### config.mk
export PLATFORM = sky130hd
export DESIGN_NAME = adc_result_regs
export DESIGN_NICKNAME = d
export VERILOG_FILES = /design/src/rtl/adc_res_pkg.sv /design/src/rtl/adc_res_store.sv /design/src/rtl/adc_res_align.sv /design/src/rtl/adc_res_rdmux.sv /design/src/rtl/adc_result_regs.sv
export SDC_FILE = /design/constraint.sdc
export NUM_CORES = 1
export LEC_CHECK = 0
export BUFFER_PORTS_ARGS = -buffer_cell sky130_fd_sc_hd__buf_4
export CAP_MARGIN = 15
export CORE_AREA = 2 2 39 41
export DETAILED_ROUTE_END_ITERATION = 6
export DIE_AREA = 0 0 41 43
export HOLD_SLACK_MARGIN = 0.1
export MAX_ROUTING_LAYER = met4
export PLACE_DENSITY = 0.71
export RECOVER_POWER = 25
export SLEW_MARGIN = 40
export SYNTH_ARGS = -nofsm -noshare
export SYNTH_HDL_FRONTEND = slang
export SYNTH_SLANG_ARGS = --single-unit
### constraint.sdc
create_clock -name clk -period 1.7 [get_ports clk]
set_input_delay 0.17 -clock clk [delete_from_list [all_inputs] [get_ports clk]]
set_output_delay 0.17 -clock clk [all_outputs]
set_load 0.02 [all_outputs]
### src/rtl/adc_res_pkg.sv
package adc_res_pkg;
   localparam int DEF_RES_W = 10;
   localparam int DEF_BUS_W = 8;

   typedef enum logic [1:0] {
      SEL_NONE = 2'b00,
      SEL_LO   = 2'b01,
      SEL_HI   = 2'b10
   } byte_sel_e;

   function automatic byte_sel_e pick_sel(input logic lo, input logic hi);
      if (lo)      return SEL_LO;
      else if (hi) return SEL_HI;
      else         return SEL_NONE;
   endfunction
endpackage

### src/rtl/adc_res_store.sv
module adc_res_store #(
   parameter int RES_W = 10
) (
   input  logic             clk,
   input  logic             rst_n,
   input  logic             res_wr,
   input  logic [RES_W-1:0] res_data,
   input  logic             rd_lo,
   input  logic             rd_hi,
   output logic [RES_W-1:0] raw_q,
   output logic             lock_q,
   output logic             cc_pulse
);
   logic accept;
   logic lock_d;

   assign accept = res_wr & ~lock_q & ~rd_lo;

   always_comb begin
      lock_d = lock_q;
      if (rd_hi)      lock_d = 1'b0;
      else if (rd_lo) lock_d = 1'b1;
   end

   always_ff @(posedge clk or negedge rst_n) begin
      if (!rst_n) begin
         raw_q    <= '0;
         lock_q   <= 1'b0;
         cc_pulse <= 1'b0;
      end else begin
         lock_q   <= lock_d;
         cc_pulse <= res_wr;
         if (accept) raw_q <= res_data;
      end
   end

   assert_locked_stable_R4: assert property (@(posedge clk) disable iff (!rst_n)
      lock_q |=> $stable(raw_q));

   assert_coincident_drop_R6: assert property (@(posedge clk) disable iff (!rst_n)
      (rd_lo && res_wr) |=> $stable(raw_q));

   assert_unlock_R5: assert property (@(posedge clk) disable iff (!rst_n)
      rd_hi |=> !lock_q);

   assert_lock_set_R4: assert property (@(posedge clk) disable iff (!rst_n)
      (rd_lo && !rd_hi) |=> lock_q);

   assert_store_R5: assert property (@(posedge clk) disable iff (!rst_n)
      (res_wr && !lock_q && !rd_lo) |=> (raw_q == $past(res_data)));

   assert_cc_pulse_R7: assert property (@(posedge clk) disable iff (!rst_n)
      res_wr |=> cc_pulse);

   assert_cc_quiet_R7: assert property (@(posedge clk) disable iff (!rst_n)
      !res_wr |=> !cc_pulse);
endmodule

### src/rtl/adc_res_align.sv
module adc_res_align #(
   parameter int RES_W = 10,
   parameter int BUS_W = 8
) (
   input  logic [RES_W-1:0]   raw,
   input  logic               left_adj,
   output logic [2*BUS_W-1:0] word
);
   localparam int PAIR_W = 2 * BUS_W;
   localparam int PAD_W  = PAIR_W - RES_W;

   generate
      if (PAD_W == 0) begin : g_full
         assign word = raw;
      end else begin : g_pad
         logic [PAIR_W-1:0] right_w;
         logic [PAIR_W-1:0] left_w;
         assign right_w = {{PAD_W{1'b0}}, raw};
         assign left_w  = {raw, {PAD_W{1'b0}}};
         assign word    = left_adj ? left_w : right_w;
      end
   endgenerate
endmodule

### src/rtl/adc_res_rdmux.sv
module adc_res_rdmux
   import adc_res_pkg::*;
#(
   parameter int BUS_W = 8
) (
   input  logic [2*BUS_W-1:0] word,
   input  logic               rd_lo,
   input  logic               rd_hi,
   output logic [BUS_W-1:0]   rd_data
);
   byte_sel_e sel;

   assign sel = pick_sel(rd_lo, rd_hi);

   always_comb begin
      unique case (sel)
         SEL_LO:  rd_data = word[BUS_W-1:0];
         SEL_HI:  rd_data = word[2*BUS_W-1:BUS_W];
         default: rd_data = '0;
      endcase
   end
endmodule

### src/rtl/adc_result_regs.sv
module adc_result_regs
   import adc_res_pkg::*;
#(
   parameter int RES_W = DEF_RES_W,
   parameter int BUS_W = DEF_BUS_W
) (
   input  logic             clk,
   input  logic             rst_n,
   input  logic             res_wr,
   input  logic [RES_W-1:0] res_data,
   input  logic             left_adj,
   input  logic             rd_lo,
   input  logic             rd_hi,
   output logic [BUS_W-1:0] rd_data,
   output logic             cc_pulse
);
   localparam int PAIR_W = 2 * BUS_W;
   localparam int PAD_W  = PAIR_W - RES_W;

   generate
      if (RES_W <= BUS_W || RES_W > PAIR_W) begin : g_bad_width
         $error("adc_result_regs: RES_W must lie in (BUS_W, 2*BUS_W]");
      end
   endgenerate

   logic [RES_W-1:0]  raw_q;
   logic              lock_q;
   logic [PAIR_W-1:0] word;

   adc_res_store #(.RES_W(RES_W)) store_i (
      .clk      (clk),
      .rst_n    (rst_n),
      .res_wr   (res_wr),
      .res_data (res_data),
      .rd_lo    (rd_lo),
      .rd_hi    (rd_hi),
      .raw_q    (raw_q),
      .lock_q   (lock_q),
      .cc_pulse (cc_pulse)
   );

   adc_res_align #(.RES_W(RES_W), .BUS_W(BUS_W)) align_i (
      .raw      (raw_q),
      .left_adj (left_adj),
      .word     (word)
   );

   adc_res_rdmux #(.BUS_W(BUS_W)) rdmux_i (
      .word    (word),
      .rd_lo   (rd_lo),
      .rd_hi   (rd_hi),
      .rd_data (rd_data)
   );

   generate
      if (PAD_W > 0) begin : g_pad_chk
         assert_right_pad_zero_R1: assert property (@(posedge clk) disable iff (!rst_n)
            (rd_hi && !rd_lo && !left_adj) |-> (rd_data[BUS_W-1:RES_W-BUS_W] == '0));
         assert_left_pad_zero_R2: assert property (@(posedge clk) disable iff (!rst_n)
            (rd_lo && left_adj) |-> (rd_data[PAD_W-1:0] == '0));
      end
   endgenerate

   assert_idle_zero_R9: assert property (@(posedge clk) disable iff (!rst_n)
      (!rd_lo && !rd_hi) |-> (rd_data == '0));
endmodule

## Yosys cells after proc, flatten, opt, wreduce, memory -nomap -nowiden

Index checks and enable logic that the tools add are counted.

- Reductions and logical operators: 1
- Order comparisons: 0
- Add/sub/neg operators: 0
- Equal/unequal tests: 2
- Div/mod/pow operators: 0
- Multiplexer cells: 6
- Bitwise logic cells: 4
- $mul: 0
- Shift-type cells: 0

Operator list:

| cell | count |
|---|---|
| $mux W16 | 1 |
| $pmux W8 S2 | 1 |
| $mux W2 | 2 |
| $and A1 B1 Y1 | 2 |
| $eq A2 B1 Y1 const B | 1 |
| $eq A2 B2 Y1 const B | 1 |
| $mux W1 | 2 |
| $not A1 Y1 | 2 |
| $reduce_bool A2 Y1 | 1 |

- Register bits: 12
- Output and inout bits: 9
- Latch bits: 0
- Input port bits: 16
- Word-level logic and storage cells: 16
- Bits in read-only memories: 0
- Memories: 0
- RAM bits: 0

## Depth between registers and ports, before layout

Gate-level depths: netlist of the first run.

- Word-level depth: 4
- Depth in mapped cells: 4
- Depth with buffers taken out: 2

## Cells and area by module

From an unflattened synthesis of the first run, not the netlist that was laid out.

- Cells, all modules: 55
- Area, all modules: 703.2 um^2

Modules (own cells, without submodules):

| module | times used | area an instance (um^2) | cells each | sequential area each (um^2) |
|---|---|---|---|---|
| adc_res_store | 1 | 444.2 | 26 | 300.3 |
| adc_res_align | 1 | 157.7 | 18 | 0.0 |
| adc_res_rdmux | 1 | 101.3 | 11 | 0.0 |

## Least setup slack after synthesis of the first run

No wires, ideal clock.

- Path type: flip-flop to flip-flop
- Start point: register store_i.lock_q
- End point: register store_i.raw_q[0]
- Buffers on the path: 1
- Setup time: 0.125 ns
- Clock period less this slack: 1.131 ns
- Path slack: 0.569 ns
- Arrival: 1.006 ns
- Required time: 1.575 ns
- Stages on the path, launching flop included: 4
- Cell sequence: dfrtp_1 > nor3b_2 > buf_6 > mux2_2

- Longest elaborated chain between the ends: 3

Ends and longest elaborated chain:

| element | line | text |
|---|---|---|
| start: declaration | adc_res_store.sv:11 | `output logic lock_q,` |
| start signal: assignment | adc_res_store.sv:31 | `lock_q <= lock_d;` |
| $not A1 Y1 | adc_res_store.sv:17 | `assign accept = res_wr & ~lock_q & ~rd_lo;` |
| $and A1 B1 Y1 (2 in a row) | adc_res_store.sv:17 |  |
| end signal: assignment | adc_res_store.sv:33 | `if (accept) raw_q <= res_data;` |
| end: declaration | adc_res_store.sv:10 | `output logic [RES_W-1:0] raw_q,` |

No other way between the ends.
A chain may end at the register's enable or synchronous reset.

## Final worst setup path of the first run

- Start point: input port rd_hi
- End point: output port rd_data[6]

- Longest elaborated chain between the ends: 4
- Elaborated cells between the ends (all ways): 5
- Classes of those cells: 2 x eq/ne; 3 x mux

Ends and longest elaborated chain:

| element | line | text |
|---|---|---|
| start: declaration | adc_result_regs.sv:13 | `input logic rd_hi,` |
| $mux W2 (*) | adc_res_pkg.sv:13 | `else if (hi) return SEL_HI;` |
| $mux W2 (*) | adc_res_pkg.sv:12 | `if (lo) return SEL_LO;` |
| $eq A2 B2 Y1 or $eq A2 B1 Y1 (tied branches) | adc_res_rdmux.sv:16 | `unique case (sel)` |
| $pmux W8 S2 (*) | adc_res_rdmux.sv:16 |  |
| end: declaration | adc_result_regs.sv:14 | `output logic [BUS_W-1:0] rd_data,` |

Mark *: on every way between the ends. The rest lies on a longest branch, timed or not.

==> results of run 1 <==
-- Yosys cell counts (all sizes together) --
master    n  area, um^2
dfrtp    12       300.3
buf       3       27.52
and3b     1       8.760
nor3b     1       12.51
nand2b    1       6.260
nor2b     1       6.260
nor2      2       7.510
mux2i     2       20.02
mux2     12       135.1
a22o      6       52.55
o2bb2ai   2       17.52
-- per-stage QoR --
stage	utilization, %	hold slack (ns)
final	60.58	0.1226
after global routing	60.58	0.1224
after CTS	60.76	0.1233
after detailed placement	55.97	0.01649
after global placement	55.97	0.01586
after floorplan	-	-0.1256
-- final cells by class --
class | instances | area, um^2
Fill cell | 124 | 545.5
Sequential cell | 12 | 300.3
Multi-Input combinational cell | 28 | 267.8
Timing Repair Buffer | 28 | 214.0
Clock buffer | 4 | 36.28
Tap cell | 16 | 20.02
-- state kept, by name (all words and copies together), names as in the netlist --
register	cells
store_i.raw_q	10
store_i.cc_pulse	1
store_i.lock_q	1
-- final timing paths --
kind | slack (ns) | to
setup / recovery | 0.04 | rd_data[6]
hold / removal | 0.12 | store_i.raw_q[2]
max in group asynchronous | 0.87 | store_i.cc_pulse
hold reg to reg | 0.53 | store_i.lock_q
min in group asynchronous | 0.42 | store_i.raw_q[8]
setup reg to reg | 0.48 | store_i.raw_q[3]
-- metal layers --
layer / vias to the layer above / share of wire, % / track usage (%)
met5: - / 0 / -
met2: 12 / 54 / 24.06
li1: 216 / - / -
met3: 4 / 5.8 / 3.141
met1: 223 / 38 / 18.86
met4: 0 / 1.5 / 6.000
-- report_power, final --
part	switching (mW)	leakage [nW]	internal (mW)
logic	0.0873	0.235	0.125
clock network	0.0931	0.0210	0.130
registers	0.0359	0.142	0.334
-- logic make-up after synthesis --
kind of cell,count (synthesis),share of synthesized area [%]
buffers and inverters,3,4.631
muxes,14,26.11
AOI/OAI and AO/OA,8,11.79
and+or+nand+nor,6,6.949
DFF,12,50.53
-- timing repair --
| action | in CTS | in global routing |
|---|---|---|
| hold buffers | 3 | 0 |
| endpoints found under the hold margin | 14 | 0 |
| resized for setup | 0 | 1 |
| endpoints found under the setup margin | 0 | 6 |
==> summary.md, run 1 <==
| Metric | Value |
|---|---|
| Worst r2r src | store_i.lock_q |
| Mapped Cells | 43 |
| Placed inst area | ~770 um^2 |
| Vias in the first global route | between 400 and 500 |
| Die span in x | approximately 41 um |
| Clk sinks | 12 |
| Layout cell share with drive strength beyond 1 | 58.33% |
| TritonCTS clock tree | built |
| CP Cell Sequence | dlygate4sd3_1 > buf_4 > and3b_2 > a22o_1 > buf_4 |
| Syn_area_per_cell | 13.82 um^2 |
| Vias per cell | around 5.2 |
| CP Launch Point | rd_hi |
| Clk_skew | between 0.003 and 0.004 ns |
| Final worst setup slack | between 0.03 and 0.04 ns |
| # diodes | 0 |
| Final Non-Filler Cells | 88 |
| Relative slew margins | just under 60% |
| Crit end category | primary output |
| DR iter-0 viols | 8 |
| Worst Hold Launch | res_data[2] |
| Chip Height | ~43 um |
| Post-layout min period | ~1.7 ns |
| Max Cap Violations | 0 |
| TritonRoute pass-1 iters | 2 |
| Fin nets | 89 |
| Slowest-stage cell, CP | dlygate4sd3_1 |
| Synth warn | 0 |
| Commonest non-fill, non-tap cell in the layout | buf_4 |
| Final wirelength | ~1100 um |
| Pre-CTS WS | between 0.5 and 0.6 ns |
| Least-Margin Pin Slew | roughly 0.63 ns |
| Synth Register Bits | 12 |
| Crit Path Max Fanout | 6 |
| Core area | between 1000 and 1500 um^2 |
| Ports | 25 |
| Placer Congestion | 0.6647 |
| Inst Count DP | between 80 and 90 |
| CTS root buffer | clkbuf_4 |
| Area Overhead vs Synth | 41.05% |
| Most frequent cells in the layout | 24 x buf_4, 12 x mux2_2, 12 x dfrtp_1 |
| Initial antenna violation count | 0 |
| RSZ-0062 raised after global routing | false |
| Syn_nets | 59 |
| Hold Path Depth | 2 |
| Worst Reg2Reg Path Length in Cells | 3 |
| Sequential area share after synthesis | roughly 51% |
| Vias | between 400 and 500 |
| CP delay by family, top | buffers and inverters |
| Crit path DAT | 1.49 ns |
| Peak Freq | approximately 0.60 GHz |
| Synth cell types | 12 |
| First-pass GRT wire length | approximately 1800 um |
| Cell Area, Synth | 594.3 um^2 |
| Slowest stage delay, CP | 0.54 ns |
| Finished Cell Area | around 840 um^2 |
| DP HPWL | ~840 um |
| Fin crit share | between 90% and 100% |
| CTS Buf Count | 3 |
| Levels on crit path | 5 |
| Clock latency on the worst-skew pair | about 0.27 ns |
| PD cells | 961.8 nW/um^2 |
| Startpoint types | input port |
| Leakage power | slightly below 0.4 nW |
| Die Area | approximately 1800 um^2 |
| Remaining global-route overflow | 0 |
| CTS HTree Levels | 1 |
| Worst min path class | in2reg |
| WP data required | around 1.5 ns |
| Peak supply drop | just under 0.6 mV |
| Detailed-route DRC error count | 0 |
| Largest net degree at the start of global routing | 13 |
| Tot Pwr | between 0.8 and 0.9 mW |
| WL/cell | around 13 um |
| Most frequent CP cell | buf_4 |
| WP buf/inv | 3 |
| Setup violations, final | 0 |
| TNS Setup | 0 ns |
| Slew Limit Fails | 0 |
| Buffers on Ports | 24 |
| Gr usage total | between 10% and 20% |
| CTS max path bufs | 2 |
| Kind of critical path | in2out |
| Antenna-violating nets left | 0 |
| Setup repair bufs after CTS | 0 |
| Clock Pin Slew Worst Setup and Hold Paths | 0.07 ns |
| Starting Density | 42.95% |
| Fin. Hold Viols | 0 |
| Status | complete, no violations |
| FP Rows | 14 |
Power figures use the tool's default switching activity.
==> run 2: changes to the inputs <==
CORE_AREA = unset   (was 2 2 39 41)
CORE_UTILIZATION = 40   (was unset)
DIE_AREA = unset   (was 0 0 41 43)
PLACE_DENSITY = 0.67   (was 0.71)
clock period = 1.45 ns   (was 1.7 ns; I/O delays follow)
==> summary.md, run 2 (same netlist as run 1, synthesis figures left out) <==
| Metric | Value |
|---|---|
| GRT busiest layer | met2 |
| Logic pwr share | 27.7% |
| Most flop-heavy register | store_i.raw_q |
| Clock power frac | a little over a quarter |
| Layout cell share with drive strength beyond 1 | a little under three fifths |
| Peak Freq | roughly 0.71 GHz |
| TritonRoute pass-1 iters | 4 |
| Chip Height | slightly above 40 um |
| Inst Count DP | 80 |
| Area Overhead vs Synth | 43.16% |
| CTS HTree Levels | 1 |
| CP Launch Point | store_i.raw_q[7] |
| Largest net degree at the start of global routing | 13 |
| Placer Congestion | 0.6975 |
| Fin nets | 90 |
| Max Cap Violations | 0 |
| CTS root buffer | clkbuf_4 |
| RSZ-0062 raised after global routing | true |
| WP data required | around 1.3 ns |
| DR iter-0 viols | 4 |
| Leakage power | approximately 0.4 nW |
| CTS max path bufs | 2 |
| Fin crit share | between 90% and 100% |
| Internal | 0.7040 mW |
| Net Sw Power | ~0.26 mW |
| Core area | around 1300 um^2 |
| Most frequent cells in the layout | 24 x buf_4, 12 x dfrtp_1, 11 x mux2_2 |
| Detailed-route DRC error count | 0 |
| Commonest non-fill, non-tap cell in the layout | buf_4 |
| Hold Path Depth | 2 |
| Setup violations, final | 0 |
| CTS Buf Count | 3 |
| Clock Pin Slew Worst Setup and Hold Paths | approximately 0.080 ns |
| Antenna-violating nets left | 0 |
| Remaining global-route overflow | 0 |
| Clk_skew | 0.0006671 ns |
| Top flop regs | store_i.raw_q: 10 flops, store_i.cc_pulse: 1 flops, store_i.lock_q: 1 flops |
| Crit path DAT | about 1.3 ns |
| Worst Hold Launch | res_data[1] |
| First-pass GRT wire length | 1814 um |
| Final Non-Filler Cells | 88 |
| Final core occ | 63.79% |
| Post-layout min period | about 1.4 ns |
| Die Area | roughly 1600 um^2 |
| Vias | between 400 and 500 |
| M2 GR Usage | around 33% |
| GR Util met1 | roughly 18% |
| Crit end category | primary output |
| Clock latency on the worst-skew pair | 0.26 ns |
| Max FFs per register | 10 |
| Buffers on Ports | 24 |
| Die span in x | slightly above 40 um |
| Worst min path class | in2reg |
| Final worst setup slack | 0.03982 ns |
| PD cells | between 1000 and 1500 nW/um^2 |
| Ports | 25 |
| DP HPWL | slightly below 900 um |
| Vias in the first global route | roughly 450 |
| Startpoint types | register |
| WL/cell | between 10 and 15 um |
| Worst Reg2Reg Path Length in Cells | 3 |
| TritonCTS clock tree | built |
| Starting Density | roughly 45% |
| Kind of critical path | reg2out |
| Pre-CTS WS | 0.2311 ns |
| Clk sinks | 12 |
| FP Rows | 13 |
| Fin. Hold Viols | 0 |
| Met3 usage | 5.000% |
| Slew Limit Fails | 0 |
| Worst r2r src | store_i.lock_q |
| Sw frac | about 27% |
| Peak supply drop | 0.5899 mV |
| # diodes | 0 |
| Relative slew margins | between 50% and 60% |
| Final wirelength | approximately 1200 um |
| Sequential power share | about 45% |
| Tot Pwr | 0.9622 mW |
| Least-Margin Pin Slew | around 0.65 ns |
| Gr usage total | approximately 18% |
| Crit Path Max Fanout | 3 |
| Vias per cell | 5.375 |
| Initial antenna violation count | 0 |
| Status | complete, no violations |
==> run 2: metrics by stage <==
stage	hold WS (ns)	setup TNS, ns	cell area (um^2)
global route	0.1030	-0.004614	850.8
global placement	-0.006942	0	773.2
floorplan	-0.1506	0	594.3
CTS	0.1020	0	839.6
finish	0.1056	0	850.8
detailed placement	-0.007574	0	773.2
==> run 2: area by class of cell <==
type,count,area (um^2)
Fill cell,117,483.0
Tap cell,15,18.77
Timing Repair Buffer,29,225.2
Sequential cell,12,300.3
Clock buffer,4,36.28
Multi-Input combinational cell,28,270.3
==> run 2: path summary, 6_finish.rpt <==
path	endpoint	slack (ns)
hold reg to reg	store_i.raw_q[6]	0.53
min in group asynchronous	store_i.cc_pulse	0.41
setup reg to reg	store_i.raw_q[0]	0.24
hold / removal	store_i.raw_q[1]	0.11
setup / recovery	rd_data[7]	0.04
max in group asynchronous	store_i.raw_q[5]	0.62
==> run 2: layer usage <==
metal | part of all wire, % | wire (um)
met1 | 43 | 509
met2 | 49 | 577
met3 | 6.8 | 80
met4 | 0.60 | 7
met5 | 0 | 0
==> run 2: power by group through the flow <==
stage	sequential [mW]	clock [mW]	combinational, mW
after floorplan	0.430	0	0.155
after global placement	0.441	0	0.243
after detailed placement	0.442	0	0.248
after CTS	0.435	0.269	0.254
after global routing	0.444	0.284	0.288
final	0.433	0.262	0.267
==> run 2: timing repair <==
action                                  in CTS  in global routing
buffers inserted                             0                  1
hold buffers                                 3                  0
hold endpoints to repair                    14                  0
endpoints found under the setup margin       0                  1
gates resized for setup                      0                  2
==> run 2: worst max-delay path, stage by stage, from the launching register on <==
cell	delay, ns
dfrtp_1	0.39
mux2_4	0.27
a22o_1	0.20
buf_6	0.13
==> run 3: changes to the inputs <==
CORE_UTILIZATION = 42   (was 40)
PLACE_DENSITY = 0.68   (was 0.67)
SYNTH_HIERARCHICAL = 1   (was unset)
clock period = 1.21 ns   (was 1.45 ns; I/O delays follow)
==> summary.md, run 3 <==
| Metric | Value |
|---|---|
| Top cells by area, synth | dfrtp_1 43%, mux2_2 16%, a22o_1 10% |
| Most frequent cells in the layout | 19 x buf_4, 13 x mux2_4, 13 x dlygate4sd3_1 |
| Starting Density | around 46% |
| Initial antenna violation count | 0 |
| Tot Pwr | approximately 1.3 mW |
| First-pass GRT wire length | about 2300 um |
| Post-synth EDFFs | 0 |
| Synth Register Bits | 12 |
| Hold Path Depth | 3 |
| Placer Congestion | 0.6804 |
| Slowest-stage cell, CP | dfrtp_1 |
| Leakage power | 0.5469 nW |
| WP data required | roughly 1.1 ns |
| Peak Freq | slightly above 0.7 GHz |
| Peak supply drop | about 1.0 mV |
| Post-layout min period | 1.400 ns |
| Antenna-violating nets left | 0 |
| Cell Area, Synth | 703.2 um^2 |
| Layout cell share with drive strength beyond 1 | approximately 53% |
| Kind of critical path | reg2out |
| Crit path DAT | between 1 and 1.5 ns |
| Fin crit share | 115.7% |
| FF-to-FF End | store_i/raw_q[1] |
| CTS HTree Levels | 1 |
| Area Overhead vs Synth | 61.03% |
| Fin nets | around 110 |
| Max FFs per register | 10 |
| Worst r2r src | store_i/lock_q |
| Least-Margin Pin Slew | approximately 0.64 ns |
| Placed inst area | about 860 um^2 |
| Finished Cell Area | about 1100 um^2 |
| Syn_nets | around 70 |
| Hold Path Sink | store_i/lock_q |
| Violated checks | setup timing |
| PD cells | approximately 1200 nW/um^2 |
| Gr usage total | between 15 and 20% |
| Vias in the first global route | around 550 |
| Status | finished, violations left |
| Slowest stage delay, CP | between 0.4 and 0.5 ns |
| Buffers on Ports | 24 |
| Synth async-reset ratio | 100.0% |
| Max Cap Violations | 0 |
| RSZ-0062 raised after global routing | true |
| Die span in x | 42.92 um |
| CP delay by family, top | flip-flops |
| CP Cell Sequence | mux2_4 > a22o_1 > buf_6 |
| Commonest non-fill, non-tap cell in the layout | buf_4 |
| Slew Limit Fails | 0 |
| DR iter-0 viols | 2 |
| Final core occ | between 70% and 80% |
| Worst Hold Launch | rd_lo |
| CTS root buffer | clkbuf_4 |
| Cell with the most instances after synthesis | dfrtp_1 |
| Worst min path class | in2reg |
| Vias per cell | 4.920 |
| R2R Setup Slk | -0.03 ns |
| Synth warn | 6 |
| CTS max path bufs | 2 |
| Area share of the largest cell type after synthesis | 42.70% |
| Ys flop type | dfrtp_1 |
| Die Area | around 1800 um^2 |
| Clk sinks | 12 |
| Clk_skew | 0.001510 ns |
| Worst Reg2Reg Path Length in Cells | 3 |
| Setup violations, final | 14 |
| Core area | between 1500 and 2000 um^2 |
| Sequential area share after synthesis | a little over two fifths |
| Post-synth top cells | 12 x dfrtp_1, 10 x mux2_2, 8 x a22o_1 |
| Syn_area_per_cell | ~13 um^2 |
| Remaining global-route overflow | 0 |
| Final worst setup slack | -0.1900 ns |
| Pre-CTS WS | between 0.0007 and 0.0008 ns |
| FP Rows | 14 |
| Clock latency on the worst-skew pair | between 0.2 and 0.3 ns |
| Fin. Hold Viols | 0 |
| WL/cell | 14.25 um |
| TritonCTS clock tree | built |
| # diodes | 0 |
| Detailed-route DRC error count | 0 |
| Synth cell types | 10 |
| Crit end category | primary output |
| CTS Buf Count | 3 |
| Top flop regs | store_i/raw_q: 10 flops, store_i/cc_pulse: 1 flops, store_i/lock_q: 1 flops |
| Vias | approximately 550 |
| Chip Height | around 43 um |
| Ports | 25 |
| TritonRoute pass-1 iters | 2 |
| Most flop-heavy register | store_i/raw_q |
| Startpoint types | register |
| Clock Pin Slew Worst Setup and Hold Paths | about 0.070 ns |
| Cell taking the most area after synthesis | dfrtp_1 |
| Mapped Cells | 55 |
| WP buf/inv | 1 |
| Relative slew margins | between 50% and 60% |
| Crit Path Max Fanout | 3 |
| Largest net degree at the start of global routing | 17 |
| Final wirelength | ~1600 um |
==> run 3: cell types whose count changed in the layout (fill, tap and decap cells not counted), moves of 3 or more <==
cell,previous run,this run
nor2b_1,1,4
buf_4,24,19
dlygate4sd3_1,3,13
mux2_2,11,1
mux2_4,1,13
and2_1,0,5
buf_6,1,9
==> run 3: worst max-delay path by stage <==
| stage | startpoint | depth (start not counted) | slack, ns | to |
|---|---|---|---|---|
| finish | store_i/raw_q[1] | 3 | -0.19 | rd_data[7] |
| floorplan | store_i/lock_q | 3 | 0.06 | store_i/raw_q[0] |
| global placement | store_i/lock_q | 3 | 0.02 | store_i/raw_q[6] |
| detailed placement | store_i/lock_q | 3 | 0.0008 | store_i/raw_q[6] |
| global route | store_i/raw_q[1] | 3 | -0.24 | rd_data[7] |
| CTS | store_i/raw_q[1] | 3 | -0.20 | rd_data[7] |
==> run 3: worst reg2reg max path, delay by kind of cell, from the launching register on <==
kind,cells,cell delay (ns)
flops,1,0.39
mux,1,0.34
buf+inv,1,0.19
simple gates,1,0.21
==> run 3: power breakdown <==
group	switching (mW)	internal (mW)	total, mW
registers	0.0564	0.469	0.526
clock network	0.129	0.183	0.311
logic	0.172	0.338	0.510
==> run 3: cells by family (layout without fill, tap and decap cells) <==
| logic type | after synthesis | in the layout | synth area share [%] |
|---|---|---|---|
| simple gates | 16 | 16 | 14.77 |
| mux | 14 | 14 | 24.56 |
| flops | 12 | 12 | 42.70 |
| compound gates | 8 | 8 | 9.965 |
| buf+inv | 5 | 46 | 8.007 |
==> run 3: area by class of cell <==
class	instances	area, um^2
multi-input combinational	38	397.9
timing repair buffer	42	377.9
clock buffer	4	36.28
sequential	12	300.3
tap	16	20.02
fill	120	409.1
==> run 3: what timing repair did <==
| action | in CTS | in global routing |
|---|---|---|
| pin swaps | 10 | 3 |
| gates resized for setup | 8 | 15 |
| setup endpoints to repair | 18 | 18 |
| endpoints found under the hold margin | 24 | 0 |
| hold buffers | 13 | 0 |
| setup buffers | 1 | 2 |
==> run 3: metal layers <==
layer  track usage (%)  part of all wire (%)  vias up
met5                 -                     0        -
met1             20.16                    43      261
met2             29.09                    53       13
met4             10.00                  0.94        0
li1                  -                     -      275
met3             2.553                   2.6        2
==> run 3: per-stage QoR <==
| stage | cells | TNS [ns] | hold WS, ns |
|---|---|---|---|
| final | 112 | -1.169 | 0.2117 |
| after CTS | 110 | -1.075 | 0.1748 |
| after detailed placement | 92 | 0 | -0.03413 |
| after global placement | 92 | 0 | -0.03286 |
| after floorplan | 55 | 0 | -0.1746 |
| after global routing | 112 | -2.148 | 0.2418 |
